### config.mk
export PLATFORM = sky130hd
export DESIGN_NAME = collision_resp_ctrl
export DESIGN_NICKNAME = d
export VERILOG_FILES = /design/src/rtl/crc_resp_pkg.sv /design/src/rtl/crc_classify.sv /design/src/rtl/crc_retry_ctr.sv /design/src/rtl/crc_sticky_flag.sv /design/src/rtl/collision_resp_ctrl.sv
export SDC_FILE = /design/constraint.sdc
export NUM_CORES = 1
export LEC_CHECK = 0
export ABC_CLOCK_PERIOD_IN_PS = 1200
export BUFFER_PORTS_ARGS = -buffer_cell sky130_fd_sc_hd__buf_2
export CORE_AREA = 2 2 41 43
export CTS_CLUSTER_DIAMETER = 150
export CTS_CLUSTER_SIZE = 28
export DETAILED_ROUTE_END_ITERATION = 6
export DIE_AREA = 0 0 43 45
export GPL_ROUTABILITY_DRIVEN = 0
export HOLD_SLACK_MARGIN = 0.15
export PLACE_DENSITY = 0.67
export REMOVE_ABC_BUFFERS = 1
export SLEW_MARGIN = 10
export SYNTH_ARGS = -nofsm -noshare
export SYNTH_HDL_FRONTEND = slang
export SYNTH_SLANG_ARGS = --single-unit
### constraint.sdc
create_clock -name clk -period 1.2 [get_ports clk]
set_input_delay 0.12 -clock clk [delete_from_list [all_inputs] [get_ports clk]]
set_output_delay 0.12 -clock clk [all_outputs]
set_load 0.005 [all_outputs]
### src/rtl/crc_resp_pkg.sv
package crc_resp_pkg;

  typedef enum logic [1:0] {
    ACT_IDLE  = 2'b00,
    ACT_RX    = 2'b01,
    ACT_TX    = 2'b10,
    ACT_SPARE = 2'b11
  } act_e;

  typedef struct packed {
    logic rx_abort;
    logic rx_en_clr;
    logic rx_err_set;
    logic jam;
    logic tx_fail;
    logic want_retry;
    logic res_start;
  } resp_t;

  // Response to one collision; tx_fail covers both the taken-byte case and the limit.
  function automatic resp_t classify(input logic coll, input logic [1:0] act,
                                     input logic stored, input logic taken,
                                     input logic limit, input logic dres);
    resp_t r;
    r = '0;
    if (coll) begin
      unique case (act)
        ACT_RX: begin
          r.rx_abort   = 1'b1;
          r.rx_en_clr  = stored;
          r.rx_err_set = stored;
          r.res_start  = dres;
        end
        ACT_TX: begin
          r.jam        = 1'b1;
          r.tx_fail    = taken | limit;
          r.want_retry = ~(taken | limit);
        end
        default: r.res_start = dres;
      endcase
    end
    return r;
  endfunction

  function automatic logic reached_limit(input int unsigned cnt, input int unsigned lim);
    return cnt >= lim;
  endfunction

endpackage

### src/rtl/crc_classify.sv
module crc_classify
  import crc_resp_pkg::*;
(
  input  logic       coll,
  input  logic [1:0] activity,
  input  logic       rx_first_stored,
  input  logic       tx_first_taken,
  input  logic       at_limit,
  input  logic       det_res_en,
  output resp_t      resp
);
  always_comb
    resp = classify(coll, activity, rx_first_stored, tx_first_taken, at_limit, det_res_en);
endmodule

### src/rtl/crc_retry_ctr.sv
module crc_retry_ctr
  import crc_resp_pkg::*;
#(
  parameter int unsigned CNT_W        = 4,
  parameter int unsigned MAX_RESTARTS = 8
) (
  input  logic             clk,
  input  logic             rst_n,
  input  logic             arm,
  input  logic             backoff_done,
  input  logic             clr,
  output logic             fire,
  output logic             at_limit,
  output logic             pending,
  output logic [CNT_W-1:0] count
);
  localparam logic [CNT_W-1:0] LIMIT = CNT_W'(MAX_RESTARTS);

  assign fire     = pending & backoff_done;
  assign at_limit = reached_limit(int'(count), MAX_RESTARTS);

  always_ff @(posedge clk) begin
    if (!rst_n) begin
      count   <= '0;
      pending <= 1'b0;
    end else if (clr) begin
      count   <= '0;
      pending <= 1'b0;
    end else begin
      if (fire && count < LIMIT) count <= count + 1'b1;
      if (arm)       pending <= 1'b1;
      else if (fire) pending <= 1'b0;
    end
  end
endmodule

### src/rtl/crc_sticky_flag.sv
module crc_sticky_flag (
  input  logic clk,
  input  logic rst_n,
  input  logic set,
  input  logic clr,
  output logic flag
);
  always_ff @(posedge clk) begin
    if (!rst_n)   flag <= 1'b0;
    else if (set) flag <= 1'b1;
    else if (clr) flag <= 1'b0;
  end
endmodule

### src/rtl/collision_resp_ctrl.sv
module collision_resp_ctrl
  import crc_resp_pkg::*;
#(
  parameter int unsigned CNT_W        = 4,
  parameter int unsigned MAX_RESTARTS = 8
) (
  input  logic       clk,
  input  logic       rst_n,
  input  logic [1:0] activity,
  input  logic       rx_first_stored,
  input  logic       tx_first_taken,
  input  logic       coll,
  input  logic       backoff_done,
  input  logic       det_res_en,
  input  logic       frame_done,
  input  logic       tx_en_set,
  input  logic       rx_err_clr,
  input  logic       tx_err_clr,
  output logic       rx_abort,
  output logic       rx_en_clr,
  output logic       rx_err,
  output logic       jam_start,
  output logic       tx_restart,
  output logic       tx_en_clr,
  output logic       tx_err,
  output logic       res_start
);
  localparam int unsigned NFLAG = 2;

  resp_t            resp;
  logic             at_limit;
  logic             restart_fire;
  logic             restart_pending;
  logic [CNT_W-1:0] retry_cnt;
  logic             count_clr;
  logic [NFLAG-1:0] flag_set, flag_clr, flag_q;

  assign count_clr = frame_done | tx_en_set;

  crc_classify u_cls (
    .coll(coll), .activity(activity), .rx_first_stored(rx_first_stored),
    .tx_first_taken(tx_first_taken), .at_limit(at_limit),
    .det_res_en(det_res_en), .resp(resp)
  );

  crc_retry_ctr #(.CNT_W(CNT_W), .MAX_RESTARTS(MAX_RESTARTS)) u_ctr (
    .clk(clk), .rst_n(rst_n), .arm(resp.want_retry), .backoff_done(backoff_done),
    .clr(count_clr), .fire(restart_fire), .at_limit(at_limit),
    .pending(restart_pending), .count(retry_cnt)
  );

  assign flag_set = {resp.tx_fail, resp.rx_err_set};
  assign flag_clr = {tx_err_clr, rx_err_clr};

  for (genvar g = 0; g < NFLAG; g++) begin : g_flag
    crc_sticky_flag u_flag (
      .clk(clk), .rst_n(rst_n), .set(flag_set[g]), .clr(flag_clr[g]), .flag(flag_q[g])
    );
  end

  assign rx_err = flag_q[0];
  assign tx_err = flag_q[1];

  always_ff @(posedge clk) begin
    if (!rst_n) begin
      rx_abort   <= 1'b0;
      rx_en_clr  <= 1'b0;
      jam_start  <= 1'b0;
      tx_restart <= 1'b0;
      tx_en_clr  <= 1'b0;
      res_start  <= 1'b0;
    end else begin
      rx_abort   <= resp.rx_abort;
      rx_en_clr  <= resp.rx_en_clr;
      jam_start  <= resp.jam;
      tx_restart <= restart_fire;
      tx_en_clr  <= resp.tx_fail;
      res_start  <= resp.res_start;
    end
  end
endmodule

==> Flow_metrics.wiki, run 1 <==
{| class="wikitable"
! Metric !! Value
|-
| Buffers and inverters on the worst path || 1
|-
| Setup total negative slack || 0 ps
|-
| Routed WL || 1.219 mm
|-
| Yosys top cell area share || 0.4717
|-
| Number of routed nets with antenna violations || 0
|-
| Post-synth EDFFs || 0
|-
| Initial antenna violation count || 0
|-
| Yosys synthesis warning count || 0
|-
| Startpoint class of the critical path || register
|-
| Top cells by instance count after synthesis || dfxtp_1 (13), inv_1 (6)
|-
| Post-synthesis to final-layout area growth || 46.26%
|-
| Library cell used as clock root buffer || clkbuf_4
|-
| Post-CTS setup buffers || 0
|-
| Pin slew with the least headroom to its limit || 239.9 ps
|-
| Post-layout nets || 99
|-
| CP Data Required Time || 1380 ps
|-
| Pre-CTS setup slack || -9.723 ps
|-
| Die Footprint || 1935 µm²
|-
| Power per standard cell area || 988.4 nW/µm²
|-
| Clk sinks || 13
|-
| Mapped cell area || 551.8 µm²
|-
| Top FF cell, synth || dfxtp_1
|-
| Final critical-path setup slack || 40.35 ps
|-
| Crit path DAT || 1340 ps
|-
| Fraction of the cycle the final worst path needs || 0.9664
|-
| Total congestion overflow after global routing || 0
|-
| Multi-input logic area || 280.3 µm²
|-
| Clock-pin slew of the registers on the worst-case setup and hold paths || 80 ps
|-
| Proportion of layout cells with a drive suffix above 1 || 0.4096
|-
| Cells after Synth || 50
|-
| Initial standard-cell utilization of the core || 0.3750
|-
| Deepest level of the CTS H-tree || 1
|-
| Cells traversed along the worst timing path || inv_1 -> ha_4 -> and4bb_2 -> mux2_4
|-
| Post-Synthesis Mean Instance Area || 11.04 µm²
|-
| Largest clock skew in the final design || 3.119 ps
|-
| Total design power || 797.6 µW
|-
| Total clock buffers created by CTS || 3
|-
| Minimum clock period after layout || 1160 ps
|-
| Number of port buffers || 20
|-
| Hold Crit Class || in2reg
|-
| Number of synthesized register bits || 13
|-
| Result of the run || complete, no violations
|-
| Largest driver fanout on the critical path || 2
|-
| Delay of the slowest cell on the worst path || 320 ps
|-
| RSZ-0062 raised after global routing || false
|-
| Final core utilization || 0.5485
|-
| Headroom to the max-slew limit || 0.8379
|-
| Area of the placeable core || 1471 µm²
|-
| Worst Path Class, Setup || reg2reg
|-
| Global-route wire length before repair || 1.918 mm
|-
| Register area || 262.8 µm²
|-
| Clock tree from TritonCTS || yes
|-
| I/O pin cnt || 21
|-
| Pin count of the biggest net entering global routing || 15
|-
| Number of DRC violations after detailed-routing iteration 0 || 3
|-
| Fraction of the yosys area taken by sequential cells || 0.4717
|-
| Die width || 43 µm
|-
| Vias in the first global route || 441
|-
| Number of max-slew violations in the final report || 0
|-
| Async S/R FF share, synth || 0
|-
| Vertical extent of the die || 45 µm
|-
| Skew-Pair Late Insertion Delay || 280 ps
|-
| Worst-case vdd ir drop || 0.0006035 V
|-
| Combined global-route utilization of all metal layers || 0.1435
|-
| Dominant cell by count in the synthesized netlist || dfxtp_1
|-
| Kind of cell with the highest combined delay on the critical path || flip-flops
|-
| Number of remaining DRC errors || 0
|-
| Via count || 497
|-
| Routed via count divided by cell count || 5.020
|-
| Max-cap violations || 0
|-
| Number of buffers inserted for hold repair after clock tree synthesis || 8
|-
| Largest area contributor in the netlist || dfxtp_1
|-
| Final setup violation count || 0
|-
| Antenna diode count || 0
|-
| Post-detailed-route wirelength per cell || 12.31 µm
|-
| Peak clock frequency supported by timing || 0.8623 GHz
|-
| Number of inserted filler cells in the final layout || 139
|-
| Crit-path slowest cell || dfxtp_2
|-
| Number of placement rows || 14
|-
| Final Hold Violating Endpoints || 0
|-
| Number of different library cells in the post-synthesis netlist || 28
|-
| DR pass1 iterations || 3
|-
| Leakage power figure || 0.3781 nW
|-
| Element type at the critical path end || register
|-
| Clock buffer depth || 2
|-
| Largest cells by area after synthesis || dfxtp_1 (47%), and4bb_2 (4.5%), ha_1 (4.5%)
|}
-- sequential cells by signal, summed over array words and instances (netlist names) --
signal              cells
u_ctr.count             4
g_flag.u_flag.flag      2
jam_start               1
res_start               1
rx_abort                1
rx_en_clr               1
tx_en_clr               1
tx_restart              1
u_ctr.pending           1
-- metal layers --
| layer | global-route usage | vias up | share of wire |
|---|---|---|---|
| li1 | - | 250 | - |
| met1 | 0.1506 | 223 | 0.43 |
| met2 | 0.2242 | 20 | 0.44 |
| met3 | 0.06800 | 4 | 0.091 |
| met4 | 0.1091 | 0 | 0.030 |
| met5 | 0 | - | 0 |
-- through the flow --
step | std cells | hold slack [ps] | instance area, µm²
after floorplan | 49 | 211.9 | 546.8
after global placement | 87 | 326.5 | 681.9
after detailed placement | 87 | 333.0 | 681.9
after CTS | 99 | 67.15 | 807.0
after global routing | 99 | 65.90 | 807.0
final | 99 | 68.70 | 807.0
-- logic make-up (layout without fill, tap and decap cells) --
| kind of cell | Yosys count | count (layout) | share of synthesized area |
|---|---|---|---|
| adder cells (fa/ha/maj) | 2 | 2 | 0.04534 |
| buffers and inverters | 7 | 40 | 0.04988 |
| multiplexers | 3 | 3 | 0.05895 |
| AO/OA/AOI/OAI | 5 | 5 | 0.06120 |
| AND/OR/NAND/NOR | 20 | 20 | 0.3130 |
| flip-flops | 13 | 13 | 0.4717 |
-- worst paths after layout --
path                            slack, ps                          startpoint                                  to  cells past startpoint
worst min register to register        500  g_flag[0].u_flag.flag$_SDFFE_PN0P_  g_flag[0].u_flag.flag$_SDFFE_PN0P_                      1
worst max-delay path                   40         u_ctr.count[0]$_SDFFE_PP0P_         u_ctr.count[1]$_SDFFE_PP0P_                      4
worst max register to register         40         u_ctr.count[0]$_SDFFE_PP0P_         u_ctr.count[1]$_SDFFE_PP0P_                      4
worst min-delay path                   70                      tx_first_taken                tx_en_clr$_SDFF_PN0_                      3
-- tightest hold or removal path: stages --
cell    delay (ps)
buf_2           90
nor2_1          40
nor2_1          70
-- area by class of cell --
| class | count | share of cell area |
|---|---|---|
| Multi-Input combinational cell | 30 | 0.3473 |
| Sequential cell | 13 | 0.3256 |
| Timing Repair Buffer | 30 | 0.2419 |
| Clock buffer | 4 | 0.03256 |
| Inverter | 6 | 0.02791 |
| Tap cell | 16 | 0.02481 |
-- placed cells by master (no fill, tap or decap), drive strengths merged, types with 2 or more instances in the layout --
cell and count:
buf 22, mux2 2, o21ai 2, nor2 2
dlygate4sd3 8, ha 2, inv 6, and4bb 2
dfxtp 13, clkbuf 4, nand4b 2
-- what timing repair did --
action                                 CTS  global route
setup endpoints to repair                1             0
gates resized for setup                  5             0
endpoints found under the hold margin    8             3
-- power by group --
part	total (mW)	switching, mW	internal [mW]
Sequential	0.438	0.00164	0.437
Combinational	0.0811	0.0336	0.0475
Clock	0.278	0.149	0.129
No activity file was read; power rests on OpenSTA's default activity.
==> run 2, diff against run 1 <==
--- a/config.mk
+++ b/config.mk
@@ -7,16 +7,17 @@
 export LEC_CHECK = 0
 export ABC_CLOCK_PERIOD_IN_PS = 1200
 export BUFFER_PORTS_ARGS = -buffer_cell sky130_fd_sc_hd__buf_2
-export CORE_AREA = 2 2 41 43
+export CORE_AREA = 2 2 39 41
+export CTS_BUF_LIST = sky130_fd_sc_hd__clkbuf_4
 export CTS_CLUSTER_DIAMETER = 150
 export CTS_CLUSTER_SIZE = 28
 export DETAILED_ROUTE_END_ITERATION = 6
-export DIE_AREA = 0 0 43 45
+export DIE_AREA = 0 0 41 43
 export GPL_ROUTABILITY_DRIVEN = 0
 export HOLD_SLACK_MARGIN = 0.15
-export PLACE_DENSITY = 0.67
+export PLACE_DENSITY = 0.73
 export REMOVE_ABC_BUFFERS = 1
-export SLEW_MARGIN = 10
+export SLEW_MARGIN = 25
 export SYNTH_ARGS = -nofsm -noshare
 export SYNTH_HDL_FRONTEND = slang
 export SYNTH_SLANG_ARGS = --single-unit
==> Flow_metrics.wiki, run 2 (synthesis gave the netlist of run 1 again) <==
{| class="wikitable"
! Metric !! Value
|-
| Internal power summed over all cells || 638.5 µW (+4.0%)
|-
| Post-layout nets || 101 (+2.0%)
|-
| Switch Pwr || 185.6 µW (+0.89%)
|-
| Antenna diode count || 0 (unchanged)
|-
| Startpoint class of the critical path || register
|-
| Number of placement rows || 14 (unchanged)
|-
| DR pass1 iterations || 4 (+1)
|-
| Crit-path slowest cell || dfxtp_2
|-
| Pre-CTS setup slack || -7.302 ps (+2.421 ps)
|-
| Final Hold Violating Endpoints || 0 (unchanged)
|-
| Design area || 825.8 µm² (+2.3%)
|-
| Delay of the slowest cell on the worst path || 320 ps (about the same)
|-
| Total congestion overflow after global routing || 0 (unchanged)
|-
| Crit path DAT || 1330 ps (about the same)
|-
| Register-to-Register Setup Slack || 50 ps (about the same)
|-
| Post-synthesis to final-layout area growth || 49.66%
|-
| Final setup violation count || 0 (unchanged)
|-
| Final core utilization || 0.5967 (+0.04828)
|-
| Cells traversed along the worst timing path || inv_1 -> ha_4 -> and4bb_2 -> mux2_2
|-
| Number of flip-flops in the largest register || 4 (unchanged)
|-
| I/O pin cnt || 21 (unchanged)
|-
| Pin slew with the least headroom to its limit || 229.6 ps (-10.35 ps)
|-
| Minimum clock period after layout || 1154 ps (-5.761 ps)
|-
| Crit path from || u_ctr.count[1]$_SDFFE_PP0P_
|-
| Peak clock frequency supported by timing || 0.8666 GHz (+0.50%)
|-
| Power per standard cell area || 997.9 nW/µm² (+0.97%)
|-
| Largest registers in the final layout || u_ctr.count (4), g_flag.u_flag.flag (2)
|-
| Leakage power figure || 0.3897 nW (+3.0%)
|-
| Placed cell area || 689.4 µm² (+1.1%)
|-
| Result of the run || complete, no violations
|-
| Final critical-path setup slack || 46.11 ps (+5.761 ps)
|-
| Register with the highest flop count || u_ctr.count
|-
| Vertical extent of the die || 43 µm (-4.4%)
|-
| Hold wc startpoint || tx_first_taken
|-
| Deepest level of the CTS H-tree || 1 (unchanged)
|-
| Worst-case vdd ir drop || 0.0004996 V (-17%)
|-
| Via count || 518 (+4.2%)
|-
| Clock-pin slew of the registers on the worst-case setup and hold paths || 80 ps (about the same)
|-
| Worst Path Class, Setup || reg2reg
|-
| Largest driver fanout on the critical path || 2 (unchanged)
|-
| RSZ-0062 raised after global routing || false
|-
| Fraction of the cycle the final worst path needs || 0.9616 (-0.004801)
|-
| Combined global-route utilization of all metal layers || 0.1778 (+0.03432)
|-
| Setup total negative slack || 0 ps (unchanged)
|-
| Largest clock skew in the final design || 1.006 ps (-2.113 ps)
|-
| Library cell used as clock root buffer || clkbuf_4
|-
| Total clock buffers created by CTS || 3 (unchanged)
|-
| Number of max-slew violations in the final report || 0 (unchanged)
|-
| Endpoint of the worst setup timing path || u_ctr.count[1]$_SDFFE_PP0P_
|-
| Most common cell after layout, fill and taps aside || buf_2
|-
| Routed WL || 1.276 mm (+4.7%)
|-
| Number of cells traversed by the worst hold path || 3 (unchanged)
|-
| Hold Crit Class || in2reg
|-
| Sequential cell fraction of total power || 0.532 (-0.018)
|-
| Worst Hold Slack || 144.2 ps (+75.53 ps)
|-
| Post-detailed-route wirelength per cell || 12.63 µm (+2.6%)
|-
| Clock tree from TritonCTS || yes
|-
| Headroom to the max-slew limit || 0.8448 (+0.006925)
|-
| R2r endpoint || u_ctr.count[1]$_SDFFE_PP0P_
|-
| Die width || 41 µm (-4.7%)
|-
| Die Footprint || 1763 µm² (-8.9%)
|-
| Routed via count divided by cell count || 5.129 (+2.2%)
|-
| Area of the placeable core || 1384 µm² (-6.0%)
|-
| Element type at the critical path end || register
|-
| Initial standard-cell utilization of the core || 0.3987 (+0.02373)
|-
| Clock buffer depth || 2 (unchanged)
|-
| Gate power share || 0.103 (about the same)
|-
| Portion of total power attributed to the clock network || 0.365 (+0.016)
|-
| Global-route wire length before repair || 1.994 mm (+4.0%)
|-
| Clk sinks || 13 (unchanged)
|-
| Origin of the critical flop-to-flop path || u_ctr.count[1]$_SDFFE_PP0P_
|-
| CP Data Required Time || 1370 ps (about the same)
|-
| Initial antenna violation count || 0 (unchanged)
|-
| Number of routed nets with antenna violations || 0 (unchanged)
|-
| Number of DRC violations after detailed-routing iteration 0 || 10 (+7)
|-
| Proportion of total power due to net switching || 0.2252 (-0.005414)
|-
| Skew-Pair Late Insertion Delay || 280 ps (about the same)
|-
| Pin count of the biggest net entering global routing || 15 (unchanged)
|-
| Vias in the first global route || 446 (+1.1%)
|-
| Number of remaining DRC errors || 0 (unchanged)
|-
| Proportion of layout cells with a drive suffix above 1 || 0.4353 (+0.02566)
|-
| Number of cells traversed by the worst register-to-register path || 4 (unchanged)
|-
| Half-perimeter wire length of the detailed placement result || 771.1 µm
|-
| Number of port buffers || 20 (unchanged)
|-
| Commonest non-fill, non-tap cells in the layout || buf_2 (20), dfxtp_1 (11), dlygate4sd3_1 (9)
|-
| Max-cap violations || 0 (unchanged)
|}
run 2: critical path: cells and delay by family (launching register included):
family / cells / cell delay [ps]
simple gates: 1 / 200
fa+ha+maj: 1 / 190
buf+inv: 1 / 80
mux: 1 / 250
flops: 1 / 320
run 2: cell type report:
cell class	instances	area [µm²]
fillers	124	558.0
multi-input cells	30	277.8
flip-flops and latches	13	262.8
repair buffers	32	212.7
clock buffers	4	30.03
inverters	6	22.52
well taps	16	20.02
run 2: per-stage QoR:
| step | power [mW] | cells |
|---|---|---|
| finish | 0.8241 | 101 |
| global route | 0.8623 | 101 |
| CTS | 0.8272 | 101 |
| detailed placement | 0.5091 | 88 |
| global placement | 0.5075 | 88 |
| floorplan | 0.4677 | 49 |
run 2: repair_timing:
item,in CTS,in global routing
setup buffers,0,0
gates cloned,0,0
pin swaps,1,1
endpoints found under the hold margin,8,0
gates resized for setup,2,3
setup endpoints to repair,1,2
hold buffers,9,0
run 2: power groups by stage:
| stage | combinational, mW | clock, mW | sequential (mW) |
|---|---|---|---|
| floorplan | 0.0177 | 0 | 0.450 |
| global route | 0.0931 | 0.330 | 0.440 |
| global placement | 0.0589 | 0 | 0.449 |
| CTS | 0.0833 | 0.305 | 0.438 |
| finish | 0.0847 | 0.301 | 0.439 |
| detailed placement | 0.0604 | 0 | 0.449 |
run 2: worst min path at each step:
stage                                 end  slack [ps]
3_3_place_gp         res_start$_SDFF_PP0_         330
6_report       u_ctr.pending$_SDFFE_PP0P_         140
3_5_place_dp         res_start$_SDFF_PP0_         330
5_1_grt        u_ctr.pending$_SDFFE_PP0P_         150
2_1_floorplan        res_start$_SDFF_PP0_         210
4_1_cts        u_ctr.pending$_SDFFE_PP0P_         150
run 2: per-layer routing:
layer	up-vias	part of all wire	track usage
li1	258	-	-
met1	242	0.44	0.2295
met2	13	0.48	0.2469
met3	5	0.042	0.04712
met4	0	0.033	0.1200
met5	-	0	0
==> run 3, diff against run 2 <==
--- a/config.mk
+++ b/config.mk
@@ -7,17 +7,18 @@
 export LEC_CHECK = 0
 export ABC_CLOCK_PERIOD_IN_PS = 1200
 export BUFFER_PORTS_ARGS = -buffer_cell sky130_fd_sc_hd__buf_2
-export CORE_AREA = 2 2 39 41
+export CORE_AREA = 2 2 40 42
 export CTS_BUF_LIST = sky130_fd_sc_hd__clkbuf_4
 export CTS_CLUSTER_DIAMETER = 150
 export CTS_CLUSTER_SIZE = 28
 export DETAILED_ROUTE_END_ITERATION = 6
-export DIE_AREA = 0 0 41 43
+export DIE_AREA = 0 0 42 44
 export GPL_ROUTABILITY_DRIVEN = 0
 export HOLD_SLACK_MARGIN = 0.15
-export PLACE_DENSITY = 0.73
+export PLACE_DENSITY = 0.72
 export REMOVE_ABC_BUFFERS = 1
 export SLEW_MARGIN = 25
 export SYNTH_ARGS = -nofsm -noshare
 export SYNTH_HDL_FRONTEND = slang
+export SYNTH_HIERARCHICAL = 1
 export SYNTH_SLANG_ARGS = --single-unit
==> Flow_metrics.wiki, run 3 <==
{| class="wikitable"
! Metric !! Value
|-
| Result of the run || complete, no violations
|-
| Post-Synthesis Mean Instance Area || 9.861 µm² (-11%)
|-
| Worst Path Class, Setup || reg2reg
|-
| Skew-Pair Late Insertion Delay || 270 ps (about the same)
|-
| Commonest non-fill, non-tap cells in the layout || buf_2 (20), dfxtp_1 (13), and2_1 (8)
|-
| Power per standard cell area || 1080 nW/µm² (+8.2%)
|-
| Element type at the critical path end || register
|-
| CP Data Required Time || 1400 ps (+30 ps)
|-
| Total clock buffers created by CTS || 3 (unchanged)
|-
| Clock buffer depth || 2 (unchanged)
|-
| Design area || 730.7 µm² (-12%)
|-
| Pin slew with the least headroom to its limit || 205.4 ps (-24.20 ps)
|-
| Register with the highest flop count || u_ctr/count
|-
| Number of remaining DRC errors || 0 (unchanged)
|-
| RSZ-0062 raised after global routing || false
|-
| Proportion of total power due to net switching || 0.2101 (-0.01516)
|-
| Largest clock skew in the final design || 2.174 ps (+1.168 ps)
|-
| Die width || 42 µm (+2.4%)
|-
| Largest cells by area after synthesis || dfxtp_1 (45%), and2_1 (8.6%), nand3b_1 (6.5%)
|-
| Area of the placeable core || 1419 µm² (+2.5%)
|-
| Initial standard-cell utilization of the core || 0.4101 (+0.01132)
|-
| Library cell used as clock root buffer || clkbuf_4
|-
| Post-layout nets || 98 (-3.0%)
|-
| Number of flip-flops in the largest register || 4 (unchanged)
|-
| GR met3 Demand/Resource || 0.02500 (-0.02212)
|-
| GR Util met1 || 0.1266 (-0.1029)
|-
| Fraction of the yosys area taken by sequential cells || 0.4473 (-0.02434)
|-
| Proportion of layout cells with a drive suffix above 1 || 0.3171 (-0.1182)
|-
| Hold Crit Class || in2reg
|-
| Largest area contributor in the netlist || dfxtp_1
|-
| Number of different library cells in the post-synthesis netlist || 22 (-21%)
|-
| Largest registers in the final layout || u_ctr/count (4), g_flag.u_flag/flag (2)
|-
| Via count || 462 (-11%)
|-
| Number of port buffers || 20 (unchanged)
|-
| DR pass1 iterations || 4 (unchanged)
|-
| Clock tree from TritonCTS || yes
|-
| Clk sinks || 13 (unchanged)
|-
| Die Footprint || 1848 µm² (+4.8%)
|-
| Antenna diode count || 0 (unchanged)
|-
| Vertical extent of the die || 44 µm (+2.3%)
|-
| Number of routed nets with antenna violations || 0 (unchanged)
|-
| Pin count of the biggest net entering global routing || 16 (+1)
|-
| Number of DRC violations after detailed-routing iteration 0 || 1 (-9)
|-
| Buffers and inverters on the worst path || 1 (unchanged)
|-
| Async S/R FF share, synth || 0 (unchanged)
|-
| Number of buffers inserted for hold repair after clock tree synthesis || 1 (-8)
|-
| Deepest level of the CTS H-tree || 1 (unchanged)
|-
| Post-synth EDFFs || 0 (unchanged)
|-
| Final Hold Violating Endpoints || 0 (unchanged)
|-
| Internal power summed over all cells || 623.2 µW (-2.4%)
|-
| Half-perimeter wire length of the detailed placement result || 745 µm (-3.4%)
|-
| Crit-path slowest cell || dfxtp_1
|-
| Number of max-slew violations in the final report || 0 (unchanged)
|-
| Combined global-route utilization of all metal layers || 0.1143 (-0.06344)
|-
| Kind of cell with the highest combined delay on the critical path || flip-flops
|-
| Top cells by instance count after synthesis || dfxtp_1 (13), and2_1 (8), inv_1 (6), nand3b_1 (5), mux2i_1 (3)
|-
| Number of placement rows || 14 (unchanged)
|-
| Yosys top cell area share || 0.4473 (-0.02434)
|-
| Number of synthesized register bits || 13 (unchanged)
|-
| GRT Max-Usage Layer || met2
|-
| Most common cell after layout, fill and taps aside || buf_2
|-
| Peak clock frequency supported by timing || 0.9972 GHz (+15%)
|-
| I/O pin cnt || 21 (unchanged)
|-
| Dominant cell by count in the synthesized netlist || dfxtp_1
|-
| Crit path DAT || 1210 ps (-120 ps)
|-
| Gate power share || 0.080 (-0.023)
|-
| Register-to-Register Setup Slack || 200 ps (+150 ps)
|-
| Number of gates resized after cts || 0 (-2)
|-
| Startpoint class of the critical path || register
|-
| Delay of the slowest cell on the worst path || 400 ps (+80 ps)
|-
| Routed WL || 957 µm (-25%)
|-
| Setup total negative slack || 0 ps (unchanged)
|-
| Worst-case vdd ir drop || 0.0005054 V (+1.2%)
|-
| Cells after Synth || 59 (+18%)
|-
| Placed cell area || 690.7 µm² (+0.18%)
|-
| Max-cap violations || 0 (unchanged)
|-
| Portion of total power attributed to the clock network || 0.364 (about the same)
|-
| Routed via count divided by cell count || 4.714 (-8.1%)
|-
| Initial antenna violation count || 0 (unchanged)
|-
| Sequential cell fraction of total power || 0.556 (+0.024)
|-
| Yosys synthesis warning count || 6 (+6)
|-
| Top FF cell, synth || dfxtp_1
|-
| Total congestion overflow after global routing || 0 (unchanged)
|-
| Post-detailed-route wirelength per cell || 9.765 µm (-23%)
|-
| Global-route wire length before repair || 1.511 mm (-24%)
|-
| Post-CTS setup buffers || 0 (unchanged)
|-
| Minimum clock period after layout || 1003 ps (-151.1 ps)
|-
| Vias in the first global route || 371 (-17%)
|-
| Largest driver fanout on the critical path || 4 (+2)
|-
| Cells traversed along the worst timing path || inv_1 -> ha_1 -> nand3b_1 -> mux2i_1
|-
| Leakage power figure || 0.3416 nW (-12%)
|-
| Routing usage on met2 || 0.1875 (-0.05938)
|-
| Post-synthesis to final-layout area growth || 25.59%
|-
| Final setup violation count || 0 (unchanged)
|-
| Mapped cell area || 581.8 µm² (+5.4%)
|-
| Worst Hold Slack || 159.7 ps (+15.44 ps)
|-
| Headroom to the max-slew limit || 0.8631 (+0.01829)
|-
| Switch Pwr || 165.7 µW (-11%)
|-
| Fraction of the cycle the final worst path needs || 0.8356 (-0.1259)
|-
| Clock-pin slew of the registers on the worst-case setup and hold paths || 80 ps (about the same)
|}
==> run 3: path summary, 6_finish.rpt <==
check | from | end | depth (start not counted)
max | u_ctr/count[1]$_SDFFE_PP0P_ | u_ctr/count[1]$_SDFFE_PP0P_ | 4
max reg2reg | u_ctr/count[1]$_SDFFE_PP0P_ | u_ctr/count[1]$_SDFFE_PP0P_ | 4
min | backoff_done | u_ctr/pending$_SDFFE_PP0P_ | 3
min reg2reg | u_ctr/count[2]$_SDFFE_PP0P_ | u_ctr/count[2]$_SDFFE_PP0P_ | 2
==> run 3: tightest hold or removal path, delay by kind of cell <==
family,cells,cell delay (ps)
buffers and inverters,1,110
AND/OR/NAND/NOR,1,100
AO/OA/AOI/OAI,1,60
==> run 3: per-layer routing <==
| metal | share of wire | wire length (µm) |
|---|---|---|
| met5 | 0 | 0 |
| met4 | 0.011 | 11 |
| met3 | 0.039 | 37 |
| met2 | 0.53 | 509 |
| met1 | 0.42 | 399 |
==> run 3: cell families after synthesis <==
kind of cell               after synthesis  synth area share
and+or+nand+nor                         28            0.3463
DFF                                     13            0.4473
buffers and inverters                    8           0.05806
AOI/OAI and AO/OA                        5           0.05376
muxes                                    3           0.05161
adders and majority gates                2           0.04300
==> run 3: stage by stage <==
step | utilization | power (mW) | setup slack (ps) | cells
finish | 0.5150 | 0.7889 | 197.2 | 98
global route | 0.5150 | 0.8306 | 96.98 | 98
CTS | 0.5150 | 0.8037 | 197.0 | 98
detailed placement | 0.4868 | 0.5105 | 155.3 | 93
global placement | 0.4868 | 0.5089 | 176.4 | 93
floorplan | - | 0.4729 | 294.7 | 57
==> run 3: final cells by class <==
class	instances	area [µm²]
clock buffer	4	30.03
fill	136	688.2
inverter	6	22.52
multi-input combinational	38	287.8
sequential	13	260.3
tap	16	20.02
timing repair buffer	21	110.1
==> run 3: power by group through the flow <==
stage / logic (mW) / clock network [mW] / registers (mW)
after floorplan: 0.0229 / 0 / 0.450
after global placement: 0.0600 / 0 / 0.449
after detailed placement: 0.0614 / 0 / 0.449
after CTS: 0.0642 / 0.301 / 0.439
after global routing: 0.0704 / 0.321 / 0.439
final: 0.0630 / 0.287 / 0.439
